### src/rtl/bank_trk_pkg.sv
package bank_trk_pkg;

    typedef enum logic [2:0] {
        CMD_INHIBIT,
        CMD_NOP,
        CMD_ACT,
        CMD_RD,
        CMD_WR,
        CMD_PRE,
        CMD_LMR,
        CMD_OTHER
    } cmd_e;

    typedef enum logic [2:0] {
        ERR_NONE     = 3'd0,
        ERR_ACT_OPEN = 3'd1,
        ERR_RW_IDLE  = 3'd2,
        ERR_LMR_BUSY = 3'd3,
        ERR_MRD_WAIT = 3'd4,
        ERR_RP_WAIT  = 3'd5
    } err_e;

    typedef struct packed {
        cmd_e kind;
        logic bit10;
    } cmd_info_t;

    function automatic cmd_e decode_pins(input logic cs_n, input logic ras_n,
                                         input logic cas_n, input logic we_n);
        if (cs_n) return CMD_INHIBIT;
        case ({ras_n, cas_n, we_n})
            3'b111:  return CMD_NOP;
            3'b011:  return CMD_ACT;
            3'b101:  return CMD_RD;
            3'b100:  return CMD_WR;
            3'b010:  return CMD_PRE;
            3'b000:  return CMD_LMR;
            default: return CMD_OTHER;
        endcase
    endfunction

    function automatic logic is_exec(input cmd_e k);
        return !(k == CMD_INHIBIT || k == CMD_NOP);
    endfunction

endpackage

### src/rtl/bt_cmd_decode.sv
module bt_cmd_decode
    import bank_trk_pkg::*;
(
    input  logic      cs_n,
    input  logic      ras_n,
    input  logic      cas_n,
    input  logic      we_n,
    input  logic      a10,
    output cmd_info_t info
);
    always_comb begin
        info.kind  = decode_pins(cs_n, ras_n, cas_n, we_n);
        info.bit10 = a10;
    end
endmodule

### src/rtl/bt_bank.sv
module bt_bank #(
    parameter int ROW_W = 13,
    parameter int CNT_W = 4
) (
    input  logic             clk,
    input  logic             rst,
    input  logic             act_en,
    input  logic             rw_en,
    input  logic             rw_ap,
    input  logic             pre_en,
    input  logic             done_hit,
    input  logic [ROW_W-1:0] row_in,
    input  logic [CNT_W-1:0] trp_cycles,
    output logic             open_q,
    output logic [ROW_W-1:0] row_q,
    output logic             rec
);
    logic             ap_pend;
    logic [CNT_W-1:0] rp_cnt;
    logic [CNT_W-1:0] rp_load;

    assign rp_load = (trp_cycles == '0) ? '0 : trp_cycles - CNT_W'(1);
    assign rec     = (rp_cnt != '0);

    always_ff @(posedge clk) begin
        if (rst) begin
            open_q  <= 1'b0;
            row_q   <= '0;
            ap_pend <= 1'b0;
            rp_cnt  <= '0;
        end else begin
            if (rp_cnt != '0) rp_cnt <= rp_cnt - CNT_W'(1);
            if (act_en) begin
                open_q  <= 1'b1;
                row_q   <= row_in;
                ap_pend <= 1'b0;
            end else if (rw_en) begin
                ap_pend <= rw_ap;
            end else if (pre_en) begin
                open_q  <= 1'b0;
                ap_pend <= 1'b0;
                if (open_q) rp_cnt <= rp_load;
            end else if (done_hit && ap_pend) begin
                open_q  <= 1'b0;
                ap_pend <= 1'b0;
                rp_cnt  <= rp_load;
            end
        end
    end


    rec_idle_chk: assert property (@(posedge clk) disable iff (rst)
        rec |-> !open_q);


    row_hold_chk: assert property (@(posedge clk) disable iff (rst)
        (open_q && !act_en) |=> $stable(row_q));


    ap_close_chk: assert property (@(posedge clk) disable iff (rst)
        (open_q && ap_pend && done_hit && !act_en && !rw_en && !pre_en) |=> !open_q);
endmodule

### src/rtl/bt_rules.sv
module bt_rules
    import bank_trk_pkg::*;
#(
    parameter int NBANK = 4,
    parameter int CNT_W = 4
) (
    input  logic             clk,
    input  logic             rst,
    input  cmd_e             kind,
    input  logic             pre_all,
    input  logic [NBANK-1:0] bank_sel,
    input  logic [NBANK-1:0] bank_open,
    input  logic [NBANK-1:0] bank_rec,
    input  logic [CNT_W-1:0] tmrd_cycles,
    output logic [NBANK-1:0] act_en,
    output logic [NBANK-1:0] rw_en,
    output logic [NBANK-1:0] pre_en,
    output err_e             viol
);
    logic [CNT_W-1:0] mrd_cnt;
    logic             mrd_busy;
    logic [NBANK-1:0] target;
    logic             sel_open;
    logic             ok;

    assign mrd_busy = (mrd_cnt != '0);
    assign sel_open = |(bank_sel & bank_open);

    always_comb begin
        case (kind)
            CMD_ACT, CMD_RD, CMD_WR: target = bank_sel;
            CMD_PRE:                 target = pre_all ? '1 : bank_sel;
            CMD_LMR:                 target = '1;
            default:                 target = '0;
        endcase
    end

    always_comb begin
        viol = ERR_NONE;
        if (is_exec(kind) && mrd_busy) begin
            viol = ERR_MRD_WAIT;
        end else if (|(target & bank_rec)) begin
            viol = ERR_RP_WAIT;
        end else begin
            case (kind)
                CMD_ACT:        if (sel_open)   viol = ERR_ACT_OPEN;
                CMD_RD, CMD_WR: if (!sel_open)  viol = ERR_RW_IDLE;
                CMD_LMR:        if (|bank_open) viol = ERR_LMR_BUSY;
                default:        viol = ERR_NONE;
            endcase
        end
    end

    assign ok     = (viol == ERR_NONE);
    assign act_en = (ok && kind == CMD_ACT) ? bank_sel : '0;
    assign rw_en  = (ok && (kind == CMD_RD || kind == CMD_WR)) ? bank_sel : '0;
    assign pre_en = (ok && kind == CMD_PRE) ? target : '0;

    always_ff @(posedge clk) begin
        if (rst) begin
            mrd_cnt <= '0;
        end else if (ok && kind == CMD_LMR) begin
            mrd_cnt <= (tmrd_cycles == '0) ? '0 : tmrd_cycles - CNT_W'(1);
        end else if (mrd_busy) begin
            mrd_cnt <= mrd_cnt - CNT_W'(1);
        end
    end


    one_act_chk: assert property (@(posedge clk) disable iff (rst)
        $onehot0(act_en) && $onehot0(rw_en) && ((act_en & rw_en) == '0));


    pre_single_chk: assert property (@(posedge clk) disable iff (rst)
        (kind == CMD_PRE && !pre_all && viol == ERR_NONE) |-> ($countones(pre_en) == 1));


    nop_quiet_chk: assert property (@(posedge clk) disable iff (rst)
        !is_exec(kind) |-> (viol == ERR_NONE && act_en == '0 && rw_en == '0 && pre_en == '0));
endmodule

### src/rtl/bt_err_log.sv
module bt_err_log
    import bank_trk_pkg::*;
(
    input  logic clk,
    input  logic rst,
    input  logic clr,
    input  err_e viol,
    output logic err_flag_q,
    output err_e err_code_q
);
    always_ff @(posedge clk) begin
        if (rst) begin
            err_flag_q <= 1'b0;
            err_code_q <= ERR_NONE;
        end else begin
            if (clr) begin
                err_flag_q <= 1'b0;
                err_code_q <= ERR_NONE;
            end
            if (viol != ERR_NONE && (clr || !err_flag_q)) begin
                err_flag_q <= 1'b1;
                err_code_q <= viol;
            end
        end
    end


    sticky_chk: assert property (@(posedge clk) disable iff (rst)
        (err_flag_q && !clr) |=> (err_flag_q && $stable(err_code_q)));


    code_flag_chk: assert property (@(posedge clk) disable iff (rst)
        err_flag_q == (err_code_q != ERR_NONE));
endmodule

### src/rtl/sdram_bank_tracker.sv
module sdram_bank_tracker
    import bank_trk_pkg::*;
#(
    parameter int NBANK  = 4,
    parameter int ROW_W  = 13,
    parameter int AP_BIT = 10,
    parameter int CNT_W  = 4,
    localparam int BA_W  = $clog2(NBANK)
) (
    input  logic                   clk,
    input  logic                   rst,
    input  logic                   cs_n,
    input  logic                   ras_n,
    input  logic                   cas_n,
    input  logic                   we_n,
    input  logic [BA_W-1:0]        ba,
    input  logic [ROW_W-1:0]       addr,
    input  logic                   full_page,
    input  logic                   burst_done,
    input  logic [BA_W-1:0]        burst_ba,
    input  logic [CNT_W-1:0]       trp_cycles,
    input  logic [CNT_W-1:0]       tmrd_cycles,
    input  logic                   err_clr,
    output logic [NBANK-1:0]       bank_open,
    output logic [NBANK*ROW_W-1:0] open_row,
    output logic                   err_flag,
    output logic [2:0]             err_code
);
    cmd_info_t        info;
    logic [NBANK-1:0] bank_sel;
    logic [NBANK-1:0] bank_open_w;
    logic [NBANK-1:0] bank_rec;
    logic [NBANK-1:0] act_en;
    logic [NBANK-1:0] rw_en;
    logic [NBANK-1:0] pre_en;
    logic [NBANK-1:0] done_hit;
    logic             rw_ap;
    err_e             viol;
    err_e             code_q;

    bt_cmd_decode u_dec (
        .cs_n  (cs_n),
        .ras_n (ras_n),
        .cas_n (cas_n),
        .we_n  (we_n),
        .a10   (addr[AP_BIT]),
        .info  (info)
    );

    assign bank_sel = {{(NBANK-1){1'b0}}, 1'b1} << ba;
    assign rw_ap    = info.bit10 & ~full_page;

    bt_rules #(.NBANK(NBANK), .CNT_W(CNT_W)) u_rules (
        .clk         (clk),
        .rst         (rst),
        .kind        (info.kind),
        .pre_all     (info.bit10),
        .bank_sel    (bank_sel),
        .bank_open   (bank_open_w),
        .bank_rec    (bank_rec),
        .tmrd_cycles (tmrd_cycles),
        .act_en      (act_en),
        .rw_en       (rw_en),
        .pre_en      (pre_en),
        .viol        (viol)
    );

    for (genvar g = 0; g < NBANK; g++) begin : g_bank
        assign done_hit[g] = burst_done && (burst_ba == BA_W'(g));
        bt_bank #(.ROW_W(ROW_W), .CNT_W(CNT_W)) u_bank (
            .clk        (clk),
            .rst        (rst),
            .act_en     (act_en[g]),
            .rw_en      (rw_en[g]),
            .rw_ap      (rw_ap),
            .pre_en     (pre_en[g]),
            .done_hit   (done_hit[g]),
            .row_in     (addr),
            .trp_cycles (trp_cycles),
            .open_q     (bank_open_w[g]),
            .row_q      (open_row[g*ROW_W +: ROW_W]),
            .rec        (bank_rec[g])
        );
    end

    bt_err_log u_log (
        .clk        (clk),
        .rst        (rst),
        .clr        (err_clr),
        .viol       (viol),
        .err_flag_q (err_flag),
        .err_code_q (code_q)
    );

    assign err_code  = code_q;
    assign bank_open = bank_open_w;


    lmr_idle_chk: assert property (@(posedge clk) disable iff (rst)
        (info.kind == CMD_LMR && viol == ERR_NONE) |-> (bank_open_w == '0));


    mrd_gap_chk: assert property (@(posedge clk) disable iff (rst)
        (info.kind == CMD_LMR && viol == ERR_NONE && tmrd_cycles > CNT_W'(1))
        |=> (act_en == '0 && rw_en == '0 && pre_en == '0));


    rw_open_chk: assert property (@(posedge clk) disable iff (rst)
        (rw_en != '0) |-> ((rw_en & bank_open_w) == rw_en));
endmodule

### config.mk
export PLATFORM = sky130hd
export DESIGN_NAME = sdram_bank_tracker
export DESIGN_NICKNAME = d
export VERILOG_FILES = /design/src/rtl/bank_trk_pkg.sv /design/src/rtl/bt_cmd_decode.sv /design/src/rtl/bt_bank.sv /design/src/rtl/bt_rules.sv /design/src/rtl/bt_err_log.sv /design/src/rtl/sdram_bank_tracker.sv
export SDC_FILE = /design/constraint.sdc
export NUM_CORES = 1
export LEC_CHECK = 0
export BUFFER_PORTS_ARGS = -buffer_cell sky130_fd_sc_hd__buf_4
export CELL_PAD_IN_SITES_DETAIL_PLACEMENT = 1
export CELL_PAD_IN_SITES_GLOBAL_PLACEMENT = 2
export CORE_UTILIZATION = 28
export CTS_CLUSTER_SIZE = 40
export DETAILED_ROUTE_END_ITERATION = 10
export PLACE_DENSITY_LB_ADDON = 0.15
export SLEW_MARGIN = 10
export SYNTH_ARGS = -nofsm -noshare
export SYNTH_HDL_FRONTEND = slang
export SYNTH_SLANG_ARGS = --single-unit
### constraint.sdc
create_clock -name clk -period 2.5 [get_ports clk]
set_clock_uncertainty 0.05 [all_clocks]
set_input_delay 0.25 -clock clk [delete_from_list [all_inputs] [get_ports clk]]
set_output_delay 0.25 -clock clk [all_outputs]
set_load 0.02 [all_outputs]
==> qor_table.md <==
| Quantity | Reported |
|---|---|
| Status | finished, violations left |
| Violations in the final reports | negative setup slack |
| Final critical path time including I/O delays and setup | 2.705 ns |
| Placer Congestion | 0.8248 |
| Total wire length | 15380 µm |
| Final routed wire length divided by cell count | 17.74 µm |
| Top_reg_cell synth | sky130_fd_sc_hd__dfxtp_1 |
| Worst setup slack after layout | -0.2049 ns |
| Startpoint of the worst register-to-register path | g_bank[1].u_bank.rp_cnt[1]$_SDFF_PP0_ |
| Clock slew at reported path FFs | 0.06 ns |
| Final HPWL DP | 11070 µm |
| Sort of element at the start of the critical path | flop |
| Power share of the clock group | 28.3% |
| Ys async rst share | 0% |
| Number of buffers inserted during clock tree synthesis | 9 |
| Chip Height | 124.1 µm |
| Total power of the final layout | 5.013 mW |
| Overall global routing resource usage | 20.11% |
| Biggest area consumer among synthesized cells | sky130_fd_sc_hd__dfxtp_1 |
| Sort of element at the end of the critical path | flop |
| Period Utilization, post-route | 108.2% |
| Htree depth | 3 |
| Iteration-0 DRC count of the detailed router | 194 |
| Total core area | 14530 µm² |
| Non-filler instance count after layout | 867 |
| Final number of max-transition violations | 0 |
| Placed Cells | 836 |
| Post-Syn Nets | 554 |
| Internal Power | 3.343 mW |
| CP max FO | 5 |
| Insertion delay to the later sink of the worst-skew pair | 0.35 ns |
| Overall die area | 15390 µm² |
| Leakage power summed over all cells | 2.622 nW |
| Bufs on Longest Clock Path | 2 |
| Class of the most critical setup path | reg -> reg |
| First drt pass iteration count | 4 |
| Antenna viol nets, final | 0 |
| Mapped Cells | 515 |
| Final global-route overflow total | 0 |
| Sequential-to-total area share from yosys stat | 40.31% |
| Syn Area/Cell | 8.100 µm² |
| Largest net degree at the start of global routing | 53 |
| Power share of the sequential group | 32.1% |
| Layout cell share with drive strength beyond 1 | 40.12% |
| Sum of negative setup slack | -9.342 ns |
| Tightest Pin Transition | 0.6388 ns |
| Data arrival time of the worst path | 2.87 ns |
| Launch instance of the worst min-delay path | addr[2] |
| Register bit total from synthesis | 84 |
| Number of top-level pins | 94 |
| Clock tree from TritonCTS | done |
| Initial antenna violation count | 0 |
| Headroom to the max-slew limit | 57.41% |
| Net total in the final layout | 718 |
| Cell with the most instances after synthesis | sky130_fd_sc_hd__nand2_1 |
| Number of flops mapped to enable cells by yosys | 0 |
| Number of maximum-capacitance constraint violations | 0 |
| Area Overhead vs Synth | 53.45% |
| DRC errors left | 0 |
| First element of the critical path | g_bank[1].u_bank.rp_cnt[1]$_SDFF_PP0_ |
| Die width | 124.1 µm |
| Core utilization of the finished layout | 44.04% |
| Clock sink count | 84 |
| Max Clk Rate | 369.7 MHz |
| Average vias per placed instance | 5.025 |
| Yosys synthesis warning count | 0 |
| Cell variety after synth | 60 |
| Initial core utilization | 28.70% |
| Type of the worst min-delay path | in -> reg |
| Comb power frac | 39.7% |
| Buffers on Ports | 93 |
| Number of rows created at floorplan | 44 |
| DR vias | 4357 |
| Mapped cell area | 4172 µm² |
| Worst VDD drop | 396.5 µV |
| Hold Vio Cnt, Final | 0 |
| Share of total power consumed by net switching | 33.32% |
| Clock Root Buffer | sky130_fd_sc_hd__clkbuf_16 |
| Cell types with the highest counts after synthesis | sky130_fd_sc_hd__nand2_1 (96), sky130_fd_sc_hd__dfxtp_1 (84), sky130_fd_sc_hd__a21oi_1 (64) |
| Diodes inserted | 0 |
| Count of filler cells inserted in the layout | 1709 |
| Total net switching power | 1.670 mW |
| WP data required | 2.67 ns |
| Total power divided by cell area | 783.1 nW/µm² |
| Cell types with the largest area share after synthesis | sky130_fd_sc_hd__dfxtp_1 (40%), sky130_fd_sc_hd__nand2_1 (8.6%), sky130_fd_sc_hd__a21oi_1 (7.7%), sky130_fd_sc_hd__mux2i_1 (5.0%), sky130_fd_sc_hd__nor2_1 (3.2%) |
| Number of global-route vias before repair | 4452 |
| Setup repair after global routing missed its margin | true |
| First-pass GRT wire length | 23230 µm |
| Proportion of netlist area held by the largest area contributor | 40.31% |
| Number of failing setup endpoints in the final timing report | 74 |
metrics by stage:
stage | hold slack (ns) | cell area [µm²] | setup WS, ns
finish | 0.1172 | 6401 | -0.2049
floorplan | 0.3405 | 4270 | -0.1016
CTS | 0.1107 | 6038 | -0.1568
global placement | 0.3900 | 5619 | -0.1241
detailed placement | 0.3955 | 5619 | -0.2413
global route | 0.1303 | 6401 | -0.3281
kinds of logic after synthesis:
kind of cell    after synthesis  share of synthesized area [%]
xor+xnor                      5                          1.050
mux                          26                          6.659
buf+inv                      46                          4.889
fa+ha+maj                     5                          1.500
flops                        84                          40.31
simple gates                227                          27.47
compound gates              122                          18.12
per-layer routing:
layer	routed length [µm]	track usage [%]
met1	7012	24.92
met3	407	2.930
met2	7785	35.29
met4	177	6.845
met5	0	0
final cells by class:
cell class	count	area [µm²]	share of cell area, %
clock buffers	11	252.7	3.948
clock inverters	4	56.30	0.8796
inverters	17	63.81	0.9969
multi-input cells	388	2669	41.69
flip-flops and latches	84	1685	26.33
well taps	184	230.2	3.597
repair buffers	179	1444	22.56
power by group through the flow:
| stage | clock network, mW | logic, mW | registers [mW] |
|---|---|---|---|
| global placement | 0 | 1.65 | 1.62 |
| CTS | 1.45 | 1.87 | 1.61 |
| global route | 1.50 | 2.19 | 1.63 |
| floorplan | 0 | 1.00 | 1.64 |
| detailed placement | 0 | 1.73 | 1.64 |
| finish | 1.42 | 1.99 | 1.61 |
worst max-delay path, stage by stage (launching register included):
cell and delay [ns]:
sky130_fd_sc_hd__dfxtp_2 0.32, sky130_fd_sc_hd__inv_2 0.06, sky130_fd_sc_hd__ha_4 0.12, sky130_fd_sc_hd__or3b_4 0.42, sky130_fd_sc_hd__o211ai_1 0.22, sky130_fd_sc_hd__a221o_2 0.27
sky130_fd_sc_hd__nand4_4 0.14, sky130_fd_sc_hd__nand4b_1 0.34, sky130_fd_sc_hd__buf_4 0.23, sky130_fd_sc_hd__a2bb2oi_2 0.14, sky130_fd_sc_hd__buf_4 0.14, sky130_fd_sc_hd__mux2i_1 0.12
repair_timing:
action                                  in CTS  in global routing
gates cloned                                 3                  2
endpoints found under the setup margin      82                 83
pin swaps                                    4                 19
setup buffers                                5                  6
hold buffers                                 0                  0
gates resized for setup                     15                 68
cell usage in the layout, fill, tap and decap left out, types with 5 or more instances in the layout:
master	synthesis	layout
sky130_fd_sc_hd__buf_4	4	163
sky130_fd_sc_hd__or3_1	5	5
sky130_fd_sc_hd__buf_6	1	12
sky130_fd_sc_hd__a21o_1	6	6
sky130_fd_sc_hd__clkbuf_16	0	10
sky130_fd_sc_hd__a211oi_1	11	9
sky130_fd_sc_hd__nor3_1	21	16
sky130_fd_sc_hd__nor2_1	36	36
sky130_fd_sc_hd__nand2_4	0	7
sky130_fd_sc_hd__mux2i_1	21	20
sky130_fd_sc_hd__a21oi_2	0	11
sky130_fd_sc_hd__nand3b_1	6	6
sky130_fd_sc_hd__nand3_1	15	11
sky130_fd_sc_hd__nand2_1	96	82
sky130_fd_sc_hd__xnor2_1	5	5
sky130_fd_sc_hd__nand2_2	0	7
sky130_fd_sc_hd__a21oi_1	64	53
sky130_fd_sc_hd__dfxtp_1	84	81
sky130_fd_sc_hd__and3_1	7	6
sky130_fd_sc_hd__inv_1	17	12
sky130_fd_sc_hd__o21ai_0	10	9
sky130_fd_sc_hd__nand2b_1	9	9
sky130_fd_sc_hd__inv_2	0	5
registers in the layout, indices dropped and copies added, names as in the netlist:
name / flops
g_bank.u_bank.row_q: 52
g_bank.u_bank.rp_cnt: 16
g_bank.u_bank.ap_pend: 4
g_bank.u_bank.open_q: 4
u_rules.mrd_cnt: 4
u_log.err_code_q: 3
u_log.err_flag_q: 1
path summary, 6_finish.rpt:
kind | end | slack (ns) | cells past startpoint
max reg2reg | g_bank[0].u_bank.rp_cnt[0]$_SDFF_PP0_ | -0.20 | 11
max | g_bank[0].u_bank.rp_cnt[0]$_SDFF_PP0_ | -0.20 | 11
min reg2reg | g_bank[1].u_bank.row_q[8]$_SDFFE_PP0P_ | 0.40 | 2
min | g_bank[3].u_bank.row_q[2]$_SDFFE_PP0P_ | 0.12 | 3
Power figures use the tool's default switching activity.
